### src/rtl/uig_pkg.sv
package uig_pkg;
  localparam int TRIG_W = 4;

  // A trigger value of zero behaves as one
  function automatic logic [TRIG_W-1:0] eff_trig(input logic [TRIG_W-1:0] v);
    return (v == '0) ? TRIG_W'(1) : v;
  endfunction
endpackage

### src/rtl/uig_trig_cnt.sv
module uig_trig_cnt
  import uig_pkg::*;
#(
  parameter int TW = TRIG_W
) (
  input  logic          clk,
  input  logic          rst,
  input  logic          clr,
  input  logic          ev,
  input  logic [TW-1:0] trig,
  output logic          fire
);
  logic [TW-1:0] cnt;
  logic [TW-1:0] eff;
  logic          hit;

  always_comb begin
    eff  = (trig == '0) ? TW'(1) : trig;
    hit  = ({1'b0, cnt} + (TW+1)'(1)) >= {1'b0, eff};
    fire = ev & ~clr & hit;
  end

  always_ff @(posedge clk) begin
    if (rst || clr) cnt <= '0;
    else if (ev)    cnt <= hit ? '0 : cnt + TW'(1);
  end
endmodule

### src/rtl/uig_req_out.sv
module uig_req_out (
  input  logic clk,
  input  logic rst,
  input  logic hold,
  input  logic fire,
  input  logic clr,
  output logic irq
);
  always_ff @(posedge clk) begin
    if (rst)       irq <= 1'b0;
    else if (hold) irq <= fire | (irq & ~clr);
    else           irq <= fire;
  end
endmodule

### src/rtl/uig_done_det.sv
module uig_done_det #(
  parameter int LW = 5
) (
  input  logic          clk,
  input  logic          rst,
  input  logic          en,
  input  logic [LW-1:0] level,
  input  logic          busy,
  output logic          fire
);
  logic empty_now;
  logic empty_q;

  always_comb begin
    empty_now = (level == '0) & ~busy;
    fire      = en & empty_now & ~empty_q;
  end

  always_ff @(posedge clk) begin
    if (rst) empty_q <= 1'b1;
    else     empty_q <= empty_now;
  end
endmodule

### src/rtl/uart_irq_gen.sv
module uart_irq_gen
  import uig_pkg::*;
#(
  parameter int TW = TRIG_W,
  parameter int LW = 5
) (
  input  logic          clk,
  input  logic          rst,
  input  logic          rx_en,
  input  logic          tx_en,
  input  logic          fifo_mode,
  input  logic          hold_mode,
  input  logic [TW-1:0] rx_trig,
  input  logic [TW-1:0] tx_trig,
  input  logic          tx_fifo_clr,
  input  logic          rx_ack,
  input  logic          tx_ack,
  input  logic          done_ack,
  input  logic          rx_push,
  input  logic          tx_frame_done,
  input  logic          tx_hold_empty,
  input  logic          tx_pop,
  input  logic [LW-1:0] tx_fifo_level,
  input  logic          tx_sr_busy,
  output logic          irq_rx,
  output logic          irq_tx,
  output logic          irq_done
);
  localparam int NREQ = 3;

  logic rx_ev, rx_cnt_clr, rx_cnt_fire;
  logic tx_ev, tx_cnt_clr, tx_cnt_fire, tx_single;
  logic done_fire;
  logic [NREQ-1:0] fire_v, clr_v, irq_v;

  always_comb begin
    rx_ev      = rx_en & rx_push;
    rx_cnt_clr = ~rx_en | ~fifo_mode;
    tx_ev      = tx_en & fifo_mode & tx_pop;
    tx_cnt_clr = ~tx_en | ~fifo_mode | tx_fifo_clr;
    tx_single  = tx_en & tx_frame_done & tx_hold_empty & ~tx_fifo_clr;
  end

  uig_trig_cnt #(.TW(TW)) u_rx_cnt (
    .clk(clk), .rst(rst), .clr(rx_cnt_clr), .ev(rx_ev & fifo_mode),
    .trig(rx_trig), .fire(rx_cnt_fire)
  );

  uig_trig_cnt #(.TW(TW)) u_tx_cnt (
    .clk(clk), .rst(rst), .clr(tx_cnt_clr), .ev(tx_ev),
    .trig(tx_trig), .fire(tx_cnt_fire)
  );

  uig_done_det #(.LW(LW)) u_done (
    .clk(clk), .rst(rst), .en(fifo_mode & tx_en),
    .level(tx_fifo_level), .busy(tx_sr_busy), .fire(done_fire)
  );

  always_comb begin
    fire_v[0] = fifo_mode ? rx_cnt_fire : rx_ev;
    fire_v[1] = fifo_mode ? tx_cnt_fire : tx_single;
    fire_v[2] = done_fire;
    clr_v[0]  = rx_ack;
    clr_v[1]  = tx_ack | tx_fifo_clr;
    clr_v[2]  = done_ack;
  end

  for (genvar g = 0; g < NREQ; g++) begin : g_req
    uig_req_out u_out (
      .clk(clk), .rst(rst), .hold(hold_mode),
      .fire(fire_v[g]), .clr(clr_v[g]), .irq(irq_v[g])
    );
  end

  assign irq_rx   = irq_v[0];
  assign irq_tx   = irq_v[1];
  assign irq_done = irq_v[2];
endmodule

### config.mk
export PLATFORM = sky130hd
export DESIGN_NAME = uart_irq_gen
export DESIGN_NICKNAME = d
export VERILOG_FILES = /design/src/rtl/uig_pkg.sv /design/src/rtl/uig_trig_cnt.sv /design/src/rtl/uig_req_out.sv /design/src/rtl/uig_done_det.sv /design/src/rtl/uart_irq_gen.sv
export SDC_FILE = /design/constraint.sdc
export NUM_CORES = 1
export LEC_CHECK = 0
export ABC_AREA = 1
export BUFFER_PORTS_ARGS = -buffer_cell sky130_fd_sc_hd__buf_2
export CORE_ASPECT_RATIO = 1.75
export CORE_MARGIN = 10
export CORE_UTILIZATION = 35
export DETAILED_ROUTE_END_ITERATION = 10
export PLACE_DENSITY = 0.65
export SETUP_SLACK_MARGIN = 0.02
export SLEW_MARGIN = 30
export SYNTH_ARGS = -nofsm -noshare
export SYNTH_HDL_FRONTEND = slang
export SYNTH_HIERARCHICAL = 1
export SYNTH_SLANG_ARGS = --single-unit
### constraint.sdc
create_clock -name clk -period 3.8 [get_ports clk]
set_input_delay 0.57 -clock clk [delete_from_list [all_inputs] [get_ports clk]]
set_output_delay 0.57 -clock clk [all_outputs]
set_load 0.02 [all_outputs]
# Yosys cells after proc, flatten, opt, wreduce, memory -nomap -nowiden
# Cells that the tools add are included.
[op_classes]
addsub = 4
n_lt_le_gt_ge = 2
mux = 9
n_bitwise = 35
reduce_logical = 5
[ops]
columns = ["op", "n"]
rows = [
  ["$and A1 B1 Y1", 17],
  ["$mux W4", 4],
  ["$not A1 Y1", 11],
  ["$add A4 B1 Y5 const B", 2],
  ["$ge A5 B4 Y1", 2],
  ["$add A4 B1 Y4 const B", 2],
  ["$logic_not A4 Y1", 2],
  ["$or A1 B1 Y1", 7],
  ["$logic_not A5 Y1", 1],
  ["$mux W1", 5],
  ["$logic_or A1 B1 Y1", 2],
]
[totals]
reg_bits = 12
input_bits = 28
wordCells = 61

# Depth between registers and ports, before layout
# Gate-level depths: netlist of run 1.
[depth]
word_depth = 9
mapped_depth = 15
depth_no_buf = 15

# Hierarchy
# Netlist of run 1, hierarchy kept.
[modules_own_cells]
columns = ["mod", "n_inst", "cells_per_inst", "area_each_um2", "seq_area_each_um2"]
rows = [
  ["uig_trig_cnt", 2, 45, 334.1, 80.1],
  ["uig_req_out", 3, 5, 46.3, 20.0],
  ["uart_irq_gen", 1, 19, 80.1, 0.0],
  ["uig_done_det", 1, 10, 55.1, 20.0],
]

# Worst setup path after synthesis of run 1
# No wires, ideal clock.
[synth_timing]
path_kind = "in2reg"
from = "in rx_trig[2]"
to = "reg g_req[0].u_out.irq"
arrival_ps = 1760
path_slack_ps = 1974
path_stages = 15
n_path_buf = 0
path_cell_list = "inv_1 -> a31o_2 -> ha_1 -> inv_1 -> nand2_1 -> nand2_1 -> nand2_1 -> nand2_1 -> nand2_1 -> nand2_2 -> nor2_1 -> nand2_1 -> o21ai_0 -> inv_1 -> a21oi_2"
[synth_via]
elab_chain_cells = 7
[synth_rtl]
columns = ["element", "line_no", "text"]
rows = [
  ["start, declared", "uart_irq_gen.sv:13", "input logic [TW-1:0] rx_trig,"],
  ["$logic_not A4 Y1", "uig_trig_cnt.sv:18", "eff = (trig == '0) ? TW'(1) : trig;"],
  ["$mux W4 *", "uig_trig_cnt.sv:18", ""],
  ["$ge A5 B4 Y1 *", "uig_trig_cnt.sv:19", "hit = ({1'b0, cnt} + (TW+1)'(1)) >= {1'b0, eff};"],
  ["$and A1 B1 Y1 *", "uig_trig_cnt.sv:20", "fire = ev & ~clr & hit;"],
  ["named net rx_cnt_fire", "uart_irq_gen.sv:31", "logic rx_ev, rx_cnt_clr, rx_cnt_fire;"],
  ["$mux W1 *", "uart_irq_gen.sv:60", "fire_v[0] = fifo_mode ? rx_cnt_fire : rx_ev;"],
  ["named net fire_v[0]", "uart_irq_gen.sv:34", "logic [NREQ-1:0] fire_v, clr_v, irq_v;"],
  ["$or A1 B1 Y1", "uig_req_out.sv:11", "else if (hold) irq <= fire | (irq & ~clr);"],
  ["$mux W1 *", "uig_req_out.sv:11", ""],
  ["end signal, assigned", "uig_req_out.sv:11", ""],
  ["end signal, assigned", "uig_req_out.sv:12", "else irq <= fire;"],
  ["end, declared", "uig_req_out.sv:7", "output logic irq"],
]
# The timed path passes the listed nets; every way through them passes the cells marked *.
# A chain may end at the register's enable or synchronous reset.

# Worst setup path in the final report of run 1
[layout_timing]
from = "reg u_rx_cnt.cnt[0]"
to = "reg g_req[0].u_out.irq"
[layout_via]
elab_chain_cells = 6
[layout_rtl]
columns = ["element", "line_no", "text"]
rows = [
  ["start, declared", "uig_trig_cnt.sv:13", "logic [TW-1:0] cnt;"],
  ["start signal, assigned", "uig_trig_cnt.sv:25", "else if (ev) cnt <= hit ? '0 : cnt + TW'(1);"],
  ["$add A4 B1 Y5 *", "uig_trig_cnt.sv:19", ""],
  ["$ge A5 B4 Y1 *", "uig_trig_cnt.sv:19", ""],
  ["$and A1 B1 Y1 *", "uig_trig_cnt.sv:20", ""],
  ["named net rx_cnt_fire", "uart_irq_gen.sv:31", ""],
  ["$mux W1 *", "uart_irq_gen.sv:60", ""],
  ["named net fire_v[0]", "uart_irq_gen.sv:34", ""],
  ["$or A1 B1 Y1", "uig_req_out.sv:11", ""],
  ["$mux W1 *", "uig_req_out.sv:11", ""],
]
# Marks and branches as above.

==> flow_metrics.env, run 1 <==
export IMPL_outcome="finished, final reports clean"
export IMPL_reg2reg_to="g_req[0].u_out/irq"
export IMPL_hold_violations=0
export IMPL_fp_dieH_um=88.64
export IMPL_worst_pin_slew_ns=0.4333
export IMPL_dp_cells=190
export IMPL_arrival_ns=2.06
export IMPL_met3WireLength_um=38
export IMPL_setup_tns_ns=0
export IMPL_cp_data_required_time_ns=3.93
export IMPL_placed_area_um2=1125
export IMPL_syn_instance_count=134
export IMPL_totalWireLength_um=2102
export IMPL_end_kind="flip-flop"
export IMPL_dp_final_hpwl_um=1907
export IMPL_hp_class="flip-flop to flip-flop"
export IMPL_p_sw_share_pct=22.07
export IMPL_cts_resized=0
export IMPL_power_leakage_uw=0.0006411
export IMPL_initial_core_util_pct=36.91
export IMPL_synth_edf_count=0
export IMPL_cts_tree="built"
export IMPL_grt_ovfl_total=0
export IMPL_syn_num_nets=172
export IMPL_worstPathCellList="ha_1, xor2_1, ha_1, a21oi_1, nand2_1, nand2_1, nand2_1, nand2_2, nor2_1, nand2_1, o21ai_0, inv_1, a21oi_2"
export IMPL_core_area_um2=2552
export IMPL_io_buffers=30
export IMPL_grt_pass1_wl_um=3712
export IMPL_yosysUniqueCellTypes=19
export IMPL_reg2regPathDepth=13
export IMPL_fin_area_um2=1180
export IMPL_ys_ff_latch=12
export IMPL_cts_sinks=12
export IMPL_post_route_util_pct=46.23
export IMPL_multiInputGateArea_um2=589.3
export IMPL_clk_latency_ns=0.24
export IMPL_finalPower_uw=306.4
export IMPL_ioPinCount=31
export IMPL_drc_errors=0
export IMPL_initialDrtViolationCount=14
export IMPL_clockBufferDepth=2
export IMPL_wl_met2_um=1265
export IMPL_drive_gt1_share_pct=30.95
export IMPL_setup_viol_count_final=0
export IMPL_crit_end="g_req[0].u_out/irq"
export IMPL_r2r_slack_ns=1.87
export IMPL_powerDensity_nw_per_um2=259.7
export IMPL_grt_usage_pct=8.609
export IMPL_avgRoutedWirePerCell_um=10.84
export IMPL_max_slew_margin_pct=71.01
export IMPL_gp_congestion=0.7400
export IMPL_cts_setup_buffers=0
export IMPL_r2r_start="u_rx_cnt/cnt[0]"
export IMPL_intPower_uw=238.8
export IMPL_rows=24
export IMPL_grt_max_degree=8
export IMPL_synth_flop_cell="dfxtp_1"
export IMPL_cp_max_fo=4
export IMPL_fin_crit_sh_pct=50.78
export IMPL_finClkSkew_ns=0.0006665
export IMPL_drt_pass1_iterations=3
export IMPL_power_share_combinational_pct=13.7
export IMPL_worst_setup_path_type="flip-flop to flip-flop"
export IMPL_post_drt_via_cell_ratio=4.546
export IMPL_power_switching_uw=67.62
export IMPL_yosysSeqAreaShare_pct=25.50
export IMPL_crit_start="u_rx_cnt/cnt[0]"
export IMPL_pwr_share_seq_pct=41.8
export IMPL_stdcell_count=194
export IMPL_netlist_area_um2=942.2
export IMPL_hold_buffers=0
export IMPL_htreeDepth=1
export IMPL_top_layer_used="met4"
export IMPL_critical_path_slowest_cell="dfxtp_1"
export IMPL_grt_pass1_vias=960
export IMPL_final_cell_mix="inv_1 (30), buf_2 (30), nand2_1 (29), nor2_1 (20), dfxtp_1 (12)"
export IMPL_post_route_min_period_ns=1.929
export IMPL_cts_inserted_buffers=3
export IMPL_path_clk_slew_ns=0.05
export IMPL_finalNetCount=207
export IMPL_antenna_found_initial=0
export IMPL_clock_root_buffer="clkbuf_8"
export IMPL_yosysWarnings=6
export IMPL_maxCapViolations=0
export IMPL_die_area_um2=5249
export IMPL_die_w_um=59.22
export IMPL_seqCellArea_um2=240.2
export IMPL_fmax_mhz=518.3
export IMPL_rsz0062_at_grt="no"
export IMPL_synthArstFlopShare_pct=0
export IMPL_crit_top_cell="nand2_1"
export IMPL_avgSynthCellArea_um2=7.031
export IMPL_antenna_left=0
export IMPL_clockPowerShare_pct=44.5
export IMPL_insertedDiodeCount=0
export IMPL_via_count=882
export IMPL_slowest_delay_ns=0.42
export IMPL_ir_drop_v=0.0003039
export IMPL_drt_met1_wl_um=772
export IMPL_start_kind="flip-flop"
export IMPL_syn_to_final_growth_pct=25.23
export IMPL_slew_violations=0
export IMPL_n_fill_cell=261
## kinds of logic (layout without fill, tap and decap cells)
family                   Yosys count  in the layout  synth area share (%)
AND/OR/NAND/NOR                   62             62                 30.01
adder cells (fa/ha/maj)           10             10                 13.28
AO/OA/AOI/OAI                     10             10                 7.835
flip-flops                        12             12                 25.50
buffers and inverters             30             64                 11.95
XOR/XNOR                           6              6                 7.172
multiplexers                       4              4                 4.250
## power groups by stage
stage / sequential, uW / combinational (uW) / clock (uW)
5_1_grt: 128 / 48.5 / 145
4_1_cts: 128 / 43.0 / 141
3_3_place_gp: 131 / 40.5 / 0
2_1_floorplan: 131 / 21.0 / 0
3_5_place_dp: 131 / 42.7 / 0
6_report: 128 / 42.0 / 136
## worst min-delay path by stage
stage / from / endpoint / slack [ns] / cells after the start
after floorplan: u_rx_cnt/cnt[3] / u_rx_cnt/cnt[3] / 0.50 / 4
after global placement: g_req[2].u_out/irq / g_req[2].u_out/irq / 0.46 / 2
after detailed placement: g_req[2].u_out/irq / g_req[2].u_out/irq / 0.47 / 2
after CTS: g_req[2].u_out/irq / g_req[2].u_out/irq / 0.48 / 2
after global routing: g_req[2].u_out/irq / g_req[2].u_out/irq / 0.49 / 2
final: g_req[2].u_out/irq / g_req[2].u_out/irq / 0.47 / 2
## registers in the layout, summed over array words and instances (netlist names)
signal,cells
u_tx_cnt/cnt,4
g_req.u_out/irq,3
u_done/empty_q,1
u_rx_cnt/cnt,4
## worst max-delay path, delay by kind of cell (launching register included)
family                     cells  cell delay [ns]
and+or+nand+nor                6             0.34
AOI/OAI and AO/OA              3             0.29
buffers and inverters          1             0.07
adders and majority gates      2             0.50
xor gates and xnor gates       1             0.21
DFF                            1             0.42
## synth_stat cells, types with 3 or more instances
cell     instances  area share, %
a21oi_2          3            2.8
dfxtp_1         12             25
ha_1            10             13
inv_1           30             12
mux2i_1          4            4.2
nand2_1         29             12
nand2_2          5            3.3
nand3_2          5            5.3
nor2_1          20            8.0
## through the flow
stage	hold slack [ns]	worst slack [ns]
floorplan	0.5025	1.974
global placement	0.4565	1.823
detailed placement	0.4718	1.779
CTS	0.4799	1.841
global route	0.4890	1.714
finish	0.4731	1.871
## layout make-up
type	count	area share (%)
clock buffer	4	4.666
timing repair buffer	30	12.73
multi-input combinational	92	49.95
sequential	12	20.36
inverter	30	9.544
tap	26	2.757
## metal layers
metal	vias to the layer above	global-route usage [%]
met5	-	0
met4	0	3.145
met3	4	1.435
met2	15	17.57
met1	391	7.800
li1	472	-
Note: power is estimated with default switching activity, not from simulation.
==> run 2, diff against run 1 <==
--- a/config.mk
+++ b/config.mk
@@ -5,13 +5,13 @@
 export SDC_FILE = /design/constraint.sdc
 export NUM_CORES = 1
 export LEC_CHECK = 0
-export ABC_AREA = 1
+export ABC_AREA = 0
 export BUFFER_PORTS_ARGS = -buffer_cell sky130_fd_sc_hd__buf_2
 export CORE_ASPECT_RATIO = 1.75
 export CORE_MARGIN = 10
 export CORE_UTILIZATION = 35
 export DETAILED_ROUTE_END_ITERATION = 10
-export PLACE_DENSITY = 0.65
+export PLACE_DENSITY = 0.68
 export SETUP_SLACK_MARGIN = 0.02
 export SLEW_MARGIN = 30
 export SYNTH_ARGS = -nofsm -noshare
==> constraint.sdc (replaced) <==
create_clock -name clk -period 1.7 [get_ports clk]
set_input_delay 0.255 -clock clk [delete_from_list [all_inputs] [get_ports clk]]
set_output_delay 0.255 -clock clk [all_outputs]
set_load 0.02 [all_outputs]
==> flow_metrics.env, run 2 <==
export IMPL_hold_buffers=0
export IMPL_synth_top_area_cell="dfxtp_1"
export IMPL_drive_gt1_share_pct=51.97
export IMPL_outcome="finished, violations left"
export IMPL_finalPower_uw=693.4
export IMPL_end_kind="flip-flop"
export IMPL_slew_violations=0
export IMPL_grt_usage_pct=9.760
export IMPL_critical_path_slowest_cell="dfxtp_2"
export IMPL_clock_root_buffer="clkbuf_8"
export IMPL_syn_num_nets=145
export IMPL_cts_sinks=12
export IMPL_insertedDiodeCount=0
export IMPL_cts_inserted_buffers=3
export IMPL_drc_errors=0
export IMPL_ys_ff_latch=12
export IMPL_fp_dieH_um=86.37
export IMPL_fin_crit_sh_pct=103.2
export IMPL_finalNetCount=191
export IMPL_grt_ovfl_total=0
export IMPL_synthArstFlopShare_pct=0
export IMPL_die_area_um2=5002
export IMPL_synth_flop_cell="dfxtp_1"
export IMPL_start_kind="flip-flop"
export IMPL_grt_pass1_wl_um=4181
export IMPL_antenna_left=0
export IMPL_drt_pass1_iterations=4
export IMPL_via_count=936
export IMPL_worst_slack_ns=-0.05458
export IMPL_htreeDepth=1
export IMPL_yosysUniqueCellTypes=29
export IMPL_fmax_mhz=569.9
export IMPL_ir_drop_v=0.0003788
export IMPL_crit_start="u_rx_cnt/cnt[1]"
export IMPL_yosysWarnings=6
export IMPL_rows=24
export IMPL_final_cell_mix="buf_2 (30), nand2_1 (14), inv_1 (11), buf_4 (10), a21oi_2 (9)"
export IMPL_layout_commonest_cell="buf_2"
export IMPL_worst_setup_path_type="flip-flop to flip-flop"
export IMPL_crit_top_cell="nand2_1"
export IMPL_setup_tns_ns=-0.1297
export IMPL_setup_viol_count_final=3
export IMPL_maxCapViolations=0
export IMPL_yosysSeqAreaShare_pct=27.27
export IMPL_dp_final_hpwl_um=1921
export IMPL_clk_latency_ns=0.24
export IMPL_netlist_area_um2=880.8
export IMPL_post_drt_via_cell_ratio=5.258
export IMPL_power_leakage_uw=0.0005711
export IMPL_avgSynthCellArea_um2=8.232
export IMPL_synth_edf_count=0
export IMPL_synth_top_area_share_pct=27.27
export IMPL_syn_to_final_growth_pct=49.01
export IMPL_worst_pin_slew_ns=0.2261
export IMPL_max_slew_margin_pct=84.93
export IMPL_path_clk_slew_ns=0.05
export IMPL_worstPathCellList="ha_4, xor2_2, ha_1, nand2_1, o21ai_2, nand2_1, a21oi_2, nand2_1, o21ai_1, inv_1, a21oi_1"
export IMPL_grt_pass1_vias=1036
export IMPL_worstHoldStart="rst"
export IMPL_synth_common_cells="nand2_1 (14), a21oi_1 (13), dfxtp_1 (12)"
export IMPL_cts_tree="built"
export IMPL_hp_class="input port to flip-flop"
export IMPL_slowest_delay_ns=0.33
export IMPL_ioPinCount=31
export IMPL_rsz0062_at_grt="yes"
export IMPL_hold_violations=0
export IMPL_gp_congestion=0.8713
export IMPL_post_route_min_period_ns=1.755
export IMPL_syn_instance_count=107
export IMPL_clockBufferDepth=2
export IMPL_grt_max_degree=9
export IMPL_antenna_found_initial=0
export IMPL_cp_data_required_time_ns=1.87
export IMPL_synth_area_leaders="dfxtp_1 (27%), ha_1 (14%), a21oi_1 (7.4%)"
export IMPL_cp_max_fo=2
export IMPL_finClkSkew_ns=0.001021
export IMPL_die_w_um=57.92
export IMPL_io_buffers=30
export IMPL_r2r_start="u_rx_cnt/cnt[1]"
export IMPL_initialDrtViolationCount=35
export IMPL_avgRoutedWirePerCell_um=14.03
export IMPL_core_area_um2=2462
export IMPL_yosysMostFrequentCell="nand2_1"
export IMPL_powerDensity_nw_per_um2=528.3
export IMPL_top_regs="u_rx_cnt/cnt (4), u_tx_cnt/cnt (4), g_req.u_out/irq (3)"
export IMPL_initial_core_util_pct=35.77
export IMPL_totalWireLength_um=2498
export IMPL_violations="setup timing"
export IMPL_arrival_ns=1.93
==> run 2: worst max-delay path, delay by kind of cell (launching register included) <==
family,cells,cell delay (ns)
adders and majority gates,2,0.49
AOI/OAI and AO/OA,4,0.45
DFF,1,0.33
and+or+nand+nor,3,0.23
xor gates and xnor gates,1,0.14
buffers and inverters,1,0.05
==> run 2: cell families (layout without fill, tap and decap cells) <==
group | count (synthesis) | after routing | share of synthesized area (%)
AOI/OAI and AO/OA | 26 | 26 | 18.46
xor gates and xnor gates | 8 | 8 | 7.955
adders and majority gates | 10 | 10 | 14.20
buffers and inverters | 11 | 56 | 4.688
DFF | 12 | 12 | 27.27
muxes | 2 | 2 | 2.273
and+or+nand+nor | 38 | 38 | 25.14
==> run 2: metal layers <==
layer  routed length [um]  vias up  GRT usage (%)
li1                     -      465              -
met1                  949      429          9.809
met2                 1317       36          17.55
met3                  191        6          3.660
met4                   38        0          3.433
met5                    0        -              0
==> run 2: where the power goes <==
| part | switching (uW) | leakage, uW | internal (uW) |
|---|---|---|---|
| Combinational | 49.7 | 0.000443 | 50.8 |
| Sequential | 1.55 | 0.0000997 | 284 |
| Clock | 103 | 0.0000288 | 204 |
==> run 2: path summary, 6_finish.rpt <==
check | slack (ns) | to | depth (start not counted)
worst max register to register | -0.05 | g_req[0].u_out/irq | 11
worst min-delay path | 0.28 | g_req[1].u_out/irq | 2
worst min register to register | 0.48 | g_req[2].u_out/irq | 2
worst max-delay path | -0.05 | g_req[0].u_out/irq | 11
==> run 2: final cells by class <==
class / count / area [um^2]
clock buffer: 4 / 55.05
sequential: 12 / 246.5
inverter: 11 / 41.29
tap: 26 / 32.53
multi-input combinational: 84 / 700.7
timing repair buffer: 41 / 236.5
fill: 227 / 1150
==> run 2: stage by stage <==
step | instances | instance area [um^2] | hold WS (ns) | worst slack, ns | utilization (%)
2_1_floorplan | 107 | 880.8 | 0.3241 | 0.02544 | -
3_3_place_gp | 170 | 1116 | 0.4733 | -0.05768 | 45.33
3_5_place_dp | 170 | 1116 | 0.4735 | -0.07973 | 45.33
4_1_cts | 174 | 1196 | 0.2817 | -0.04246 | 48.58
5_1_grt | 178 | 1313 | 0.2972 | -0.1776 | 53.30
6_report | 178 | 1313 | 0.2771 | -0.05458 | 53.30
==> run 2: repair_timing <==
| action | CTS | global route |
|---|---|---|
| buffers inserted | 0 | 4 |
| pin swaps | 4 | 20 |
| gates resized for setup | 7 | 21 |
| hold endpoints to repair | 0 | 0 |
| endpoints found under the setup margin | 7 | 10 |
==> run 3, diff against run 2 <==
--- a/config.mk
+++ b/config.mk
@@ -10,6 +10,7 @@
 export CORE_ASPECT_RATIO = 1.75
 export CORE_MARGIN = 10
 export CORE_UTILIZATION = 35
+export CTS_BUF_LIST = sky130_fd_sc_hd__clkbuf_16
 export DETAILED_ROUTE_END_ITERATION = 10
 export PLACE_DENSITY = 0.68
 export SETUP_SLACK_MARGIN = 0.02
==> flow_metrics.env, run 3 (synthesis results as in run 2) <==
export IMPL_start_kind="flip-flop"
export IMPL_power_leakage_uw=0.0005740
export IMPL_fin_crit_sh_pct=102.0
export IMPL_cts_inserted_buffers=3
export IMPL_drive_gt1_share_pct=50.33
export IMPL_stdcell_count=177
export IMPL_critical_path_slowest_cell="dfxtp_2"
export IMPL_grt_ovfl_total=0
export IMPL_die_area_um2=5002
export IMPL_clock_root_buffer="clkbuf_16"
export IMPL_ir_drop_v=0.0005362
export IMPL_grt_usage_pct=9.962
export IMPL_hp_class="input port to flip-flop"
export IMPL_finalPower_uw=819.7
export IMPL_fmax_mhz=576.5
export IMPL_worst_slack_ns=-0.03474
export IMPL_crit_top_cell="nand2_1"
export IMPL_rows=24
export IMPL_core_area_um2=2462
export IMPL_avgRoutedWirePerCell_um=14.29
export IMPL_drt_pass1_iterations=5
export IMPL_layout_commonest_cell="buf_2"
export IMPL_finClkSkew_ns=0.001743
export IMPL_final_cell_mix="buf_2 (30), nand2_1 (14), inv_1 (11), a21oi_2 (10), buf_4 (10)"
export IMPL_grt_pass1_wl_um=4229
export IMPL_worst_pin_slew_ns=0.2195
export IMPL_totalWireLength_um=2529
export IMPL_cts_tree="built"
export IMPL_finalNetCount=190
export IMPL_syn_to_final_growth_pct=48.72
export IMPL_worst_path_buf_inv=1
export IMPL_fin_area_um2=1310
export IMPL_gp_congestion=0.8713
export IMPL_ioPinCount=31
export IMPL_htreeDepth=1
export IMPL_clockBufferDepth=2
export IMPL_hold_ws_ns=0.2828
export IMPL_fp_dieH_um=86.37
export IMPL_post_drt_via_cell_ratio=5.277
export IMPL_path_clk_slew_ns=0.04
export IMPL_io_buffers=30
export IMPL_via_count=934
export IMPL_worstPathCellList="ha_4, xor2_1, ha_1, nand2_1, o21ai_2, nand2_1, a21oi_2, nand2_1, o21ai_1, inv_1, a21oi_1"
export IMPL_clk_latency_ns=0.24
export IMPL_maxCapViolations=0
export IMPL_critPathTopFamily="adder cells"
export IMPL_insertedDiodeCount=0
export IMPL_end_kind="flip-flop"
export IMPL_worst_setup_path_type="flip-flop to flip-flop"
export IMPL_cp_max_fo=2
export IMPL_initial_core_util_pct=35.77
export IMPL_slew_violations=0
export IMPL_antenna_left=0
export IMPL_drc_errors=0
export IMPL_setup_viol_count_final=2
export IMPL_grt_max_degree=9
export IMPL_dp_final_hpwl_um=1921
export IMPL_powerDensity_nw_per_um2=625.7
export IMPL_arrival_ns=1.91
export IMPL_post_route_util_pct=53.20
export IMPL_grt_pass1_vias=1047
export IMPL_cts_sinks=12
export IMPL_max_slew_margin_pct=85.37
export IMPL_die_w_um=57.92
export IMPL_dp_cells=170
export IMPL_initialDrtViolationCount=31
export IMPL_rsz0062_at_grt="yes"
export IMPL_hold_violations=0
export IMPL_slowest_delay_ns=0.33
export IMPL_antenna_found_initial=0
export IMPL_cp_data_required_time_ns=1.87
export IMPL_top_regs="u_rx_cnt/cnt (4), u_tx_cnt/cnt (4), g_req.u_out/irq (3)"
export IMPL_post_route_min_period_ns=1.735
export IMPL_placed_area_um2=1116
export IMPL_outcome="finished, violations left"
export IMPL_violations="setup timing"
[run 3: changes by cell type in the layout (fill, tap and decap cells not counted), sizes merged]
cell / delta
buf: -1
clkbuf: -1
clkinv: +1
[run 3: area by class of cell]
| cell class | instances | area, um^2 |
|---|---|---|
| clock buffers | 3 | 75.07 |
| clock inverters | 1 | 3.754 |
| fillers | 226 | 1152 |
| inverters | 11 | 41.29 |
| multi-input cells | 84 | 685.7 |
| flip-flops and latches | 12 | 246.5 |
| well taps | 26 | 32.53 |
| repair buffers | 40 | 225.2 |
[run 3: worst paths after layout]
kind / start / endpoint / slack, ns / cells past startpoint
min reg2reg: g_req[0].u_out/irq / g_req[0].u_out/irq / 0.48 / 2
max reg2reg: u_rx_cnt/cnt[1] / g_req[0].u_out/irq / -0.03 / 11
max: u_rx_cnt/cnt[1] / g_req[0].u_out/irq / -0.03 / 11
min: rx_ack / g_req[0].u_out/irq / 0.28 / 3
[run 3: worst reg2reg max path, stage by stage (launching register included)]
cell,delay [ns]
dfxtp_2,0.33
ha_4,0.16
xor2_1,0.13
ha_1,0.33
nand2_1,0.07
o21ai_2,0.13
nand2_1,0.09
a21oi_2,0.13
nand2_1,0.06
o21ai_1,0.07
inv_1,0.05
a21oi_1,0.12
[run 3: where the power goes]
group / switching, uW / internal (uW) / total, uW
registers: 1.57 / 285 / 287
clock network: 126 / 310 / 436
logic: 48.6 / 48.6 / 97.2
total: 176 / 644 / 820
[run 3: layer usage]
layer	wire, um	track usage (%)	up-vias
met1	945	9.809	422
met5	0	0	-
met2	1301	17.55	39
met3	204	3.660	9
li1	-	-	464
met4	78	4.936	0
[run 3: timing repair]
item	4_1_cts	5_1_grt
pin swaps	4	18
setup buffers	0	3
hold buffers	0	0
gates resized for setup	7	18
endpoints found under the setup margin	5	10
[run 3: through the flow]
stage / setup WS [ns] / setup TNS, ns
after floorplan: 0.02544 / 0
after global placement: -0.05768 / -0.05768
after detailed placement: -0.07973 / -0.08693
after CTS: -0.03020 / -0.03508
after global routing: -0.2132 / -0.5359
final: -0.03474 / -0.05942
